## src/rtl/kp_pkg.sv

```systemverilog
package kp_pkg;
  typedef enum logic [1:0] {
    KP_SEEK    = 2'd0,
    KP_CONFIRM = 2'd1,
    KP_HELD    = 2'd2
  } kp_state_e;
endpackage

```

## src/rtl/kp_sync.sv

```systemverilog
module kp_sync #(
  parameter int WIDTH  = 3,
  parameter int STAGES = 2
) (
  input  logic             clk,
  input  logic             rst_n,
  input  logic [WIDTH-1:0] d,
  output logic [WIDTH-1:0] q
);
  logic [WIDTH-1:0] stg [STAGES];

  always_ff @(posedge clk or negedge rst_n) begin
    if (!rst_n) stg[0] <= '1;
    else        stg[0] <= d;
  end

  for (genvar s = 1; s < STAGES; s++) begin : g_stage
    always_ff @(posedge clk or negedge rst_n) begin
      if (!rst_n) stg[s] <= '1;
      else        stg[s] <= stg[s-1];
    end
  end

  assign q = stg[STAGES-1];
endmodule

```

## src/rtl/kp_row_walker.sv

```systemverilog
module kp_row_walker #(
  parameter int ROWS       = 4,
  parameter int SETTLE_CYC = 16,
  localparam int ROW_W     = (ROWS > 1) ? $clog2(ROWS) : 1,
  localparam int SET_W     = $clog2(SETTLE_CYC + 1)
) (
  input  logic             clk,
  input  logic             rst_n,
  input  logic             advance,
  output logic             sample,
  output logic [ROW_W-1:0] row_idx,
  output logic [ROWS-1:0]  row_n
);
  logic [SET_W-1:0] slot_cnt;

  assign sample = (slot_cnt == SET_W'(SETTLE_CYC - 1));

  always_ff @(posedge clk or negedge rst_n) begin
    if (!rst_n) slot_cnt <= '0;
    else if (sample) slot_cnt <= '0;
    else slot_cnt <= slot_cnt + SET_W'(1);
  end

  always_ff @(posedge clk or negedge rst_n) begin
    if (!rst_n) row_idx <= '0;
    else if (advance) begin
      if (row_idx == ROW_W'(ROWS - 1)) row_idx <= '0;
      else row_idx <= row_idx + ROW_W'(1);
    end
  end

  for (genvar r = 0; r < ROWS; r++) begin : g_row
    assign row_n[r] = (row_idx != ROW_W'(r));
  end

  // exactly one row line is low at any time
  a_r2_one_row_low: assert property (@(posedge clk) disable iff (!rst_n)
    $countones(~row_n) == 1);

  // the row only moves at the end of a slot
  a_r2_advance_at_slot_end: assert property (@(posedge clk) disable iff (!rst_n)
    advance |-> sample);

  // without an advance the row stays put
  a_r2_row_steady: assert property (@(posedge clk) disable iff (!rst_n)
    !advance |=> $stable(row_idx));
endmodule

```

## src/rtl/kp_detect.sv

```systemverilog
module kp_detect
  import kp_pkg::*;
#(
  parameter int ROWS             = 4,
  parameter int COLS             = 3,
  parameter int DEBOUNCE_SAMPLES = 4,
  localparam int ROW_W  = (ROWS > 1) ? $clog2(ROWS) : 1,
  localparam int COL_W  = (COLS > 1) ? $clog2(COLS) : 1,
  localparam int CODE_W = ROW_W + COL_W,
  localparam int DB_W   = $clog2(DEBOUNCE_SAMPLES + 1)
) (
  input  logic              clk,
  input  logic              rst_n,
  input  logic              sample,
  input  logic [ROW_W-1:0]  row_idx,
  input  logic [COLS-1:0]   col_s,
  output logic              advance,
  output logic [CODE_W-1:0] key_code,
  output logic              key_valid
);
  // lowest column index whose line reads low
  function automatic logic [COL_W-1:0] lowest_low(input logic [COLS-1:0] c);
    logic [COL_W-1:0] r;
    r = '0;
    for (int i = COLS - 1; i >= 0; i--) begin
      if (!c[i]) r = COL_W'(i);
    end
    return r;
  endfunction

  // code = column + (2**COL_W) * row
  function automatic logic [CODE_W-1:0] code_of(input logic [ROW_W-1:0] r,
                                                 input logic [COL_W-1:0] c);
    return CODE_W'(c) + (CODE_W'(r) << COL_W);
  endfunction

  kp_state_e         state;
  logic [COL_W-1:0]  cand;
  logic [DB_W-1:0]   match_cnt;
  logic [DB_W-1:0]   rel_cnt;
  logic              any_low;
  logic [COL_W-1:0]  low_idx;
  logic              accept;
  logic              release_done;
  logic [COLS-1:0]   low_mask;

  assign any_low  = ~&col_s;
  assign low_idx  = lowest_low(col_s);
  assign low_mask = (COLS'(1) << low_idx) - COLS'(1);

  assign accept = sample && any_low &&
                  (((state == KP_SEEK) && (DEBOUNCE_SAMPLES == 1)) ||
                   ((state == KP_CONFIRM) && (low_idx == cand) &&
                    (match_cnt == DB_W'(DEBOUNCE_SAMPLES - 1))));

  assign release_done = sample && (state == KP_HELD) && !any_low &&
                        (rel_cnt == DB_W'(DEBOUNCE_SAMPLES - 1));

  always_comb begin
    advance = 1'b0;
    if (sample) begin
      unique case (state)
        KP_SEEK, KP_CONFIRM: advance = !any_low;
        KP_HELD:             advance = release_done;
        default:             advance = 1'b1;
      endcase
    end
  end

  always_ff @(posedge clk or negedge rst_n) begin
    if (!rst_n) begin
      state     <= KP_SEEK;
      cand      <= '0;
      match_cnt <= '0;
      rel_cnt   <= '0;
      key_code  <= '0;
      key_valid <= 1'b0;
    end else begin
      key_valid <= 1'b0;
      if (accept) begin
        key_valid <= 1'b1;
        key_code  <= code_of(row_idx, low_idx);
        state     <= KP_HELD;
        rel_cnt   <= '0;
      end else if (sample) begin
        unique case (state)
          KP_SEEK: begin
            if (any_low) begin
              cand      <= low_idx;
              match_cnt <= DB_W'(1);
              state     <= KP_CONFIRM;
            end
          end
          KP_CONFIRM: begin
            if (!any_low) state <= KP_SEEK;
            else if (low_idx != cand) begin
              cand      <= low_idx;
              match_cnt <= DB_W'(1);
            end else match_cnt <= match_cnt + DB_W'(1);
          end
          KP_HELD: begin
            if (any_low) rel_cnt <= '0;
            else if (release_done) state <= KP_SEEK;
            else rel_cnt <= rel_cnt + DB_W'(1);
          end
          default: state <= KP_SEEK;
        endcase
      end
    end
  end

  // the strobe never lasts two clocks
  a_r6_single_pulse: assert property (@(posedge clk) disable iff (!rst_n)
    key_valid |=> !key_valid);

  // the code only changes together with a strobe
  a_r8_code_hold: assert property (@(posedge clk) disable iff (!rst_n)
    !key_valid |-> $stable(key_code));

  // the column part of a code never exceeds the matrix width
  a_r3_no_gap_code: assert property (@(posedge clk) disable iff (!rst_n)
    key_valid |-> (key_code[COL_W-1:0] < COL_W'(COLS)));

  // the chosen column is low and every lower column is high
  a_r4_lowest_column: assert property (@(posedge clk) disable iff (!rst_n)
    any_low |-> (!col_s[low_idx] && ((col_s & low_mask) == low_mask)));

  // no strobe while waiting for a full release
  a_r7_no_report_held: assert property (@(posedge clk) disable iff (!rst_n)
    ((state == KP_HELD) && $past(state == KP_HELD)) |-> !key_valid);

  // the row is held while a key is being confirmed or held
  a_r5_hold_row_on_hit: assert property (@(posedge clk) disable iff (!rst_n)
    (sample && any_low) |-> !advance);
endmodule

```

## src/rtl/keypad_scanner.sv

```systemverilog
module keypad_scanner #(
  parameter int ROWS             = 4,
  parameter int COLS             = 3,
  parameter int SETTLE_CYC       = 16,
  parameter int DEBOUNCE_SAMPLES = 4,
  localparam int ROW_W  = (ROWS > 1) ? $clog2(ROWS) : 1,
  localparam int COL_W  = (COLS > 1) ? $clog2(COLS) : 1,
  localparam int CODE_W = ROW_W + COL_W
) (
  input  logic              clk,
  input  logic              rst_n,
  output logic [ROWS-1:0]   row_n,
  input  logic [COLS-1:0]   col_n,
  output logic [CODE_W-1:0] key_code,
  output logic              key_valid
);
  logic [COLS-1:0]  col_s;
  logic             sample;
  logic             advance;
  logic [ROW_W-1:0] row_idx;

  kp_sync #(.WIDTH(COLS), .STAGES(2)) u_sync (
    .clk   (clk),
    .rst_n (rst_n),
    .d     (col_n),
    .q     (col_s)
  );

  kp_row_walker #(.ROWS(ROWS), .SETTLE_CYC(SETTLE_CYC)) u_walk (
    .clk     (clk),
    .rst_n   (rst_n),
    .advance (advance),
    .sample  (sample),
    .row_idx (row_idx),
    .row_n   (row_n)
  );

  kp_detect #(.ROWS(ROWS), .COLS(COLS), .DEBOUNCE_SAMPLES(DEBOUNCE_SAMPLES)) u_det (
    .clk       (clk),
    .rst_n     (rst_n),
    .sample    (sample),
    .row_idx   (row_idx),
    .col_s     (col_s),
    .advance   (advance),
    .key_code  (key_code),
    .key_valid (key_valid)
  );

  initial begin
    a_r2_settle_min: assert (SETTLE_CYC >= 3);
  end
endmodule

```

## config.mk

```make
export PLATFORM = sky130hd
export DESIGN_NAME = keypad_scanner
export DESIGN_NICKNAME = d
export VERILOG_FILES = /design/src/rtl/kp_pkg.sv /design/src/rtl/kp_sync.sv /design/src/rtl/kp_row_walker.sv /design/src/rtl/kp_detect.sv /design/src/rtl/keypad_scanner.sv
export SDC_FILE = /design/constraint.sdc
export NUM_CORES = 1
export LEC_CHECK = 0
export BUFFER_PORTS_ARGS = -buffer_cell sky130_fd_sc_hd__buf_2
export CAP_MARGIN = 0
export CELL_PAD_IN_SITES_DETAIL_PLACEMENT = 1
export CELL_PAD_IN_SITES_GLOBAL_PLACEMENT = 1
export CORE_UTILIZATION = 25
export CTS_BUF_LIST = sky130_fd_sc_hd__clkbuf_8 sky130_fd_sc_hd__clkbuf_16
export CTS_CLUSTER_DIAMETER = 60
export DETAILED_ROUTE_END_ITERATION = 8
export GPL_TIMING_DRIVEN = 0
export PLACE_DENSITY = 0.51
export SYNTH_ARGS = -nofsm -noshare
export SYNTH_HDL_FRONTEND = slang
export SYNTH_SLANG_ARGS = --single-unit
```

## constraint.sdc

```tcl
create_clock -name clk -period 3.7 [get_ports clk]
set_clock_uncertainty 0.1 [all_clocks]
set_input_delay 0.185 -clock clk [delete_from_list [all_inputs] [get_ports clk]]
set_output_delay 0.185 -clock clk [all_outputs]
set_load 0.005 [all_outputs]
```

Word-level counts from Yosys, hierarchy flattened. Index checks and enable logic that the tools add are counted. W data, S select, Z words.

Add/sub/neg operators: 5. Eq/ne operators: 19. Multiplexer cells: 28. Bitwise operators: 1. Reductions and logical operators: 19.

Operators by type and width (number): $mux W2 (13); $mux W3 (8); $ne A2 B2 Y1 const B (5); $reduce_and A5 Y1 (2); $ne A3 B1 Y1 const B (3); $reduce_bool A2 Y1 (4); $logic_and A1 B1 Y1 (7); $add A3 B1 Y3 const B (2); $eq A3 B2 Y1 const B (2); $ne A3 B2 Y1 const B (2); $pmux W2 S3 (1); $pmux W3 S2 (1); $reduce_and A3 Y1 (2); $reduce_and A6 Y1 (1); $add A5 B1 Y5 const B (1); $eq A5 B4 Y1 const B (1); $mux W5 (1); $add A2 B4 Y4 (1); $eq A2 B2 Y1 const B (2); $pmux W2 S2 (1); $add A2 B1 Y2 const B (1); $eq A2 B1 Y1 const B (1); $eq A2 B2 Y1 (1); $logic_not A2 Y1 (1); other kinds (7) (8).

Register bits: 28. Input port bits: 5. Output and inout bits: 9. Word-level logic and storage cells: 82.

Longest topological paths before layout. Gate-level depths: netlist of run 1.

Word-level depth: 9. Gate-level depth with buffers: 6. Depth with buffers taken out: 6.

By module. From an unflattened synthesis of run 1, not the netlist that was laid out.

Cell total of the unflattened synthesis: 113. Area total of the unflattened synthesis: 1352.5 um2.

By module, submodules not included: kp_detect (instances 1, cells each 71, area each 822.0 um2, sequential area each 375.4 um2); kp_row_walker (instances 1, cells each 33, area each 350.3 um2, sequential area each 175.2 um2); kp_sync (instances 1, cells each 9, area each 180.2 um2, sequential area each 157.7 um2).

Worst setup path before layout of run 1. No wires, ideal clock.

Path type: register to register. Start point: reg u_walk.slot_cnt[0]. End point: reg u_det.key_code[0]. Setup time: 0.125 ns. Arrival time: 1.709 ns. Data required time: 3.475 ns. Path slack: 1.766 ns. Cell stages (with the launch flop): 7. Path buffers: 1. Period minus slack after synthesis: 1.934 ns. Path through: dfrtp_1 -> ha_1 -> and4b_1 -> clkbuf_1 -> nand3_2 -> nor3_4 -> mux2_4.

Word-level cells in the longest chain between the ends: 3.

Ends and longest elaborated chain: from (decl) (RTL line kp_row_walker.sv:14) `logic [SET_W-1:0] slot_cnt;`; from (signal assigned) (RTL line kp_row_walker.sv:21) `else slot_cnt <= slot_cnt + SET_W'(1);`; $eq A5 B4 Y1 (RTL line kp_row_walker.sv:16) `assign sample = (slot_cnt == SET_W'(SETTLE_CYC - 1));`; $logic_and A1 B1 Y1 (2 in a row) (RTL line kp_detect.sv:51) `assign accept = sample && any_low &&`; named net u_det.accept (RTL line kp_detect.sv:43) `logic accept;`; to (signal assigned) (RTL line kp_detect.sv:82) `key_code <= code_of(row_idx, low_idx);`; to (decl) (RTL line kp_detect.sv:18) `output logic [CODE_W-1:0] key_code,`.

The timed path passes the listed nets, and every way through them passes these cells. A chain may end at the register's enable or synchronous reset.

Worst setup path in the final report of run 1.
Start point: reg u_walk.slot_cnt[0]. End point: reg u_det.key_code[1].

The elaborated chain is that of the path after synthesis.

==> results of run 1 <==
[synthesized netlist by cell type (all sizes together)]
| master | n | share of area |
|---|---|---|
| dfrtp | 22 | 0.43 |
| inv | 11 | 0.032 |
| ha | 9 | 0.088 |
| mux2 | 8 | 0.082 |
| nand2 | 7 | 0.021 |
| dfstp | 6 | 0.12 |
| o21ai | 5 | 0.020 |
| nand3 | 4 | 0.020 |
| nor2 | 4 | 0.012 |
| nor2b | 4 | 0.020 |
| nand2b | 3 | 0.015 |
| a21oi | 2 | 0.0078 |
| a22o | 2 | 0.014 |
| o32ai | 2 | 0.014 |
| xor2 | 2 | 0.014 |
| a221o | 1 | 0.0078 |
| a221oi | 1 | 0.0068 |
| a31o | 1 | 0.0068 |
| a31oi | 1 | 0.0049 |
| a41oi | 1 | 0.0068 |
| and4b | 1 | 0.0078 |
| clkbuf | 1 | 0.0029 |
| mux2i | 1 | 0.0078 |
| nand3b | 1 | 0.0059 |
| nand4 | 1 | 0.0049 |
| nor3 | 1 | 0.013 |
| nor4 | 1 | 0.0049 |
| o21a | 1 | 0.0059 |
| or3 | 1 | 0.0049 |
[critical path, cell delays in order, from the launching register on]
cell	delay (ps)
dfrtp_1	380
ha_1	240
and4b_1	210
clkbuf_1	300
nand3_2	130
nor3_4	430
mux2_4	350
[sequential cells by signal (all words and copies together), names as in the netlist]
register,cells
u_det.key_valid,1
u_walk.slot_cnt,5
u_sync.q,3
u_det.key_code,4
u_det.match_cnt,3
u_det.cand,2
u_det.rel_cnt,3
u_walk.row_idx,2
u_det.state,2
u_sync.stg,3
[layout make-up]
class                   instances  area (µm²)
plain buffers                   1        3.75
well taps                      67        83.8
clock inverters                 1        30.0
inverters                      11        41.3
multi-input cells              65         528
clock buffers                   3        41.3
fillers                       545        3280
repair buffers                 17         105
flip-flops and latches         28         708
[report_power, final]
group / switching (µW) / internal [µW] / leakage [µW]
Combinational: 30.6 / 28.4 / 0.000323
Clock: 93.7 / 145 / 0.0000357
Sequential: 13.5 / 323 / 0.000354
Total: 138 / 496 / 0.000713
[stage by stage]
stage	util	setup slack, ps	power, µW	std cells
floorplan	-	1770	376	105
global placement	0.297	1470	396	185
detailed placement	0.297	1440	401	185
CTS	0.320	1430	647	193
global route	0.320	1220	668	193
finish	0.320	1450	634	193
[routing by layer]
| layer | routed length, µm | GRT usage |
|---|---|---|
| met1 | 1090 | 0.120 |
| met2 | 1190 | 0.177 |
| met3 | 112 | 0.0398 |
| met4 | 8 | 0.0214 |
| met5 | 0 | 0 |
[final timing paths]
check                                           endpoint                          from  depth (start not counted)  slack [ps]
hold / removal                     u_sync.q[1]$_DFF_PN1_       u_sync.stg[4]$_DFF_PN1_                          0         260
hold reg to reg                    u_sync.q[1]$_DFF_PN1_       u_sync.stg[4]$_DFF_PN1_                          0         260
max in group asynchronous     u_det.state[0]$_DFFE_PN0P_                         rst_n                          2        2750
min in group asynchronous  u_det.key_code[2]$_DFFE_PN0N_                         rst_n                          2         350
setup / recovery           u_det.key_code[1]$_DFFE_PN0N_  u_walk.slot_cnt[0]$_DFF_PN0_                          6        1450
setup reg to reg           u_det.key_code[1]$_DFFE_PN0N_  u_walk.slot_cnt[0]$_DFF_PN0_                          6        1450
[logic make-up after synthesis]
logic type	Yosys count	share of synthesized area
fa+ha+maj	9	0.0879
xor+xnor	2	0.0137
flops	28	0.553
simple gates	28	0.127
buf+inv	12	0.0352
compound gates	17	0.0938
mux	9	0.0898
==> results.cfg, run 1 <==
[run_status]
outcome = completed

[global_route]
grt_max_degree = 29
grtUsageTotal = 0.103
grt_pass1_vias = 894
antenna_found_initial = 0
overflow = 0
grt_pass1_wl_um = 4130

[synthesis]
synth_cells = 105
synth_cell_types = 32
ys_ff_latch = 28
syn_area_mm2 = 0.00128
synth_nets = 119
ys_seq_area_frac = 0.553
avgSynthCellArea_um2 = 12.2
ys_warn_count = 0

[timing]
period_share = 0.609
slew_headroom = 0.591
worst_pin_slew_ps = 613
setup_violations = 0
hold_viol = 0
tns_ps = 0
rsz0062_at_grt = false
max_clock_freq_ghz = 0.444
holdWs_ps = 261
min_period_ps = 2250
slew_violations = 0

[clock_network]
clock_latency_ps = 270
post_cts_buffers = 0
clock-sinks = 28
htreeDepth = 1
cts_tree = yes
root_buffer = clkbuf_8
cts_hold_buf = 4
cts_buffers = 3
clk_path_buf_depth = 2
path_clk_slew_ps = 90
post_cts_resized = 0

[routing]
drt-initial-drc-count = 25
ant_nets = 0
dr.pass1.iters = 4
drt_wl_total_um = 2400
vias_per_cell = 4.42
route.detailed.drc = 0
vias = 854
route.detailed.wl_per_inst_um = 12.4

[placement]
hpwl_um = 1850
port_buffers = 13
placed_area_mm2 = 0.00143
gp_congestion = 0.718

[power_and_ir_drop]
power.density_mw_per_mm2 = 411
leakage_uw = 0.000713
peakVddDrop_mv = 0.270

[layout]
post_route_cells_drive_above_1_share = 0.270
nets = 141
diodes = 0
mostFrequentLayoutCells = dfrtp_1, buf_2, inv_1
final_area_mm2 = 0.00154
layout_commonest_cell = dfrtp_1
syn2layout_area_growth_pct = 20.3

[floorplanning]
die_height_um = 73.6
die_x_um = 73.6
initial_core_util = 0.266
die-area_mm2 = 0.00542
core_mm2 = 0.00482
io_pins = 14
fp-row-count = 25

[worst_setup_path]
worst_ep_arrival_time_ps = 2320
worstSetupEndpointType = register
worst-path-max-fanout = 10
cp.required_ps = 3770
cp-start-kind = register
crit_type = register to register

[job]
cap_violations = 0

[min_path]
hp-class = register to register
(Power assumes the default switching activity.)
==> run 2, diff against run 1 <==
clock period = 2.2 ns   (was 3.7 ns; I/O delays follow)
==> run 2 against run 1 <==
Net effect:
- setup slack lost 1300 ps
- non-clock buffer count grew 1
- utilization grew 0.62 points
- cell area grew 1.9%
- largest cell class unchanged
- critical path type unchanged
- critical endpoint unchanged
- register-to-register slack lost 1300 ps
- die area is the same
- clock power grew 68%
==> results.cfg, run 2 (same netlist as run 1, synthesis figures left out) <==
[power_and_ir_drop]
peakVddDrop_mv = 0.457
power.density_mw_per_mm2 = 680
leakage_uw = 0.000727
finalPower_uw = 1070

[min_path]
hp-class = register to register

[placement]
gp_congestion = 0.718
hpwl_um = 1850
placed_area_mm2 = 0.00143
port_buffers = 13

[floorplanning]
die_height_um = 73.6
io_pins = 14
core_mm2 = 0.00482
die-area_mm2 = 0.00542
initial_core_util = 0.266
fp-row-count = 25
die_x_um = 73.6

[global_route]
grt_pass1_vias = 909
grt_max_degree = 29
antenna_found_initial = 0
grtUsageTotal = 0.104
grt_pass1_wl_um = 4190
overflow = 0

[layout]
post_route_cells_drive_above_1_share = 0.291
largest_reg_flops = 5
final_util = 0.326
syn2layout_area_growth_pct = 22.7
top_regs = u_walk.slot_cnt x5, u_det.key_code x4
diodes = 0
nets = 142
mostFrequentLayoutCells = dfrtp_1, buf_2, inv_1
layout_commonest_cell = dfrtp_1
largest_register = u_walk.slot_cnt
final_area_mm2 = 0.00157

[clock_network]
htreeDepth = 1
root_buffer = clkbuf_8
cts_buffers = 3
clock-sinks = 28
path_clk_slew_ps = 90
clk_path_buf_depth = 2
cts_tree = yes
clock_latency_ps = 270

[timing]
rsz0062_at_grt = false
hold_viol = 0
max_clock_freq_ghz = 0.491
min_period_ps = 2040
slew_violations = 0
worst_pin_slew_ps = 632
slew_headroom = 0.579
tns_ps = 0
period_share = 0.927
setup_violations = 0

[routing]
route.detailed.wl_per_inst_um = 12.6
drt-initial-drc-count = 35
route.detailed.drc = 0
dr.pass1.iters = 4
vias_per_cell = 4.46
vias = 866
ant_nets = 0
drt_wl_total_um = 2440

[worst_setup_path]
cp-startpoint = u_walk.slot_cnt[0]$_DFF_PN0_
r2r_slack_ps = 160
worstSetupEndpointType = register
cp-start-kind = register
cp.required_ps = 2260
r2r-end = u_det.key_code[1]$_DFFE_PN0N_
reg2reg_depth = 6
crit_path_end = u_det.key_code[1]$_DFFE_PN0N_
r2r-start = u_walk.slot_cnt[0]$_DFF_PN0_
worst-path-max-fanout = 8
crit_type = register to register
worst_ep_arrival_time_ps = 2100

[job]
cap_violations = 0

[run_status]
outcome = completed
[run 2: cell count changes in the layout (fill, tap and decap cells not counted)]
cell	delta
buf_12	+1
buf_4	+1
clkbuf_1	-1
nor4_1	-1
nor4_2	+1
[run 2: final cells by class]
class | count | area, µm²
Sequential cell | 28 | 708
Clock inverter | 1 | 30.0
Multi-Input combinational cell | 65 | 534
Inverter | 11 | 41.3
Clock buffer | 3 | 41.3
Fill cell | 541 | 3250
Timing Repair Buffer | 19 | 133
Tap cell | 67 | 83.8
[run 2: worst min path at each step]
stage	start	to	slack, ps	cells after the start
final	u_sync.stg[4]$_DFF_PN1_	u_sync.q[1]$_DFF_PN1_	260	0
after global routing	u_sync.stg[4]$_DFF_PN1_	u_sync.q[1]$_DFF_PN1_	270	0
after CTS	u_sync.stg[4]$_DFF_PN1_	u_sync.q[1]$_DFF_PN1_	260	0
after detailed placement	rst_n	u_det.key_code[2]$_DFFE_PN0N_	70	1
after global placement	rst_n	u_det.key_code[3]$_DFFE_PN0N_	60	1
after floorplan	rst_n	u_det.cand[0]$_DFFE_PN0P_	-290	0
[run 2: repair_timing]
item,in CTS,in global routing
setup endpoints to repair,7,9
gates resized for setup,1,0
gates cloned,0,0
pin swaps,1,0
hold endpoints to repair,25,0
setup buffers,2,0
hold buffers,4,0
[run 2: report_power, final]
group	switching (µW)	leakage [µW]	internal, µW
Sequential	22.7	0.000354	544
Clock	158	0.0000357	244
Combinational	53.4	0.000338	48.1
[run 2: routing by layer]
metal  vias up  track usage  part of all wire
li1        407            -                 -
met1       440        0.126              0.48
met2        17        0.176              0.49
met3         2       0.0370             0.034
met4         0       0.0235            0.0033
met5         -            0                 0
[run 2: worst max-delay path: stages, from the launching register on]
cell	delay, ps
dfrtp_1	380
ha_1	240
and4b_1	390
nand3_2	130
nor3_4	230
buf_12	150
mux2_4	300
[run 2: stage by stage]
stage / hold slack (ps) / setup slack [ps] / std cells
floorplan: -286 / 266 / 105
global placement: 56.5 / -27.2 / 185
detailed placement: 66.0 / -63.8 / 185
CTS: 262 / 40.5 / 195
global route: 265 / 28.0 / 194
finish: 261 / 162 / 194
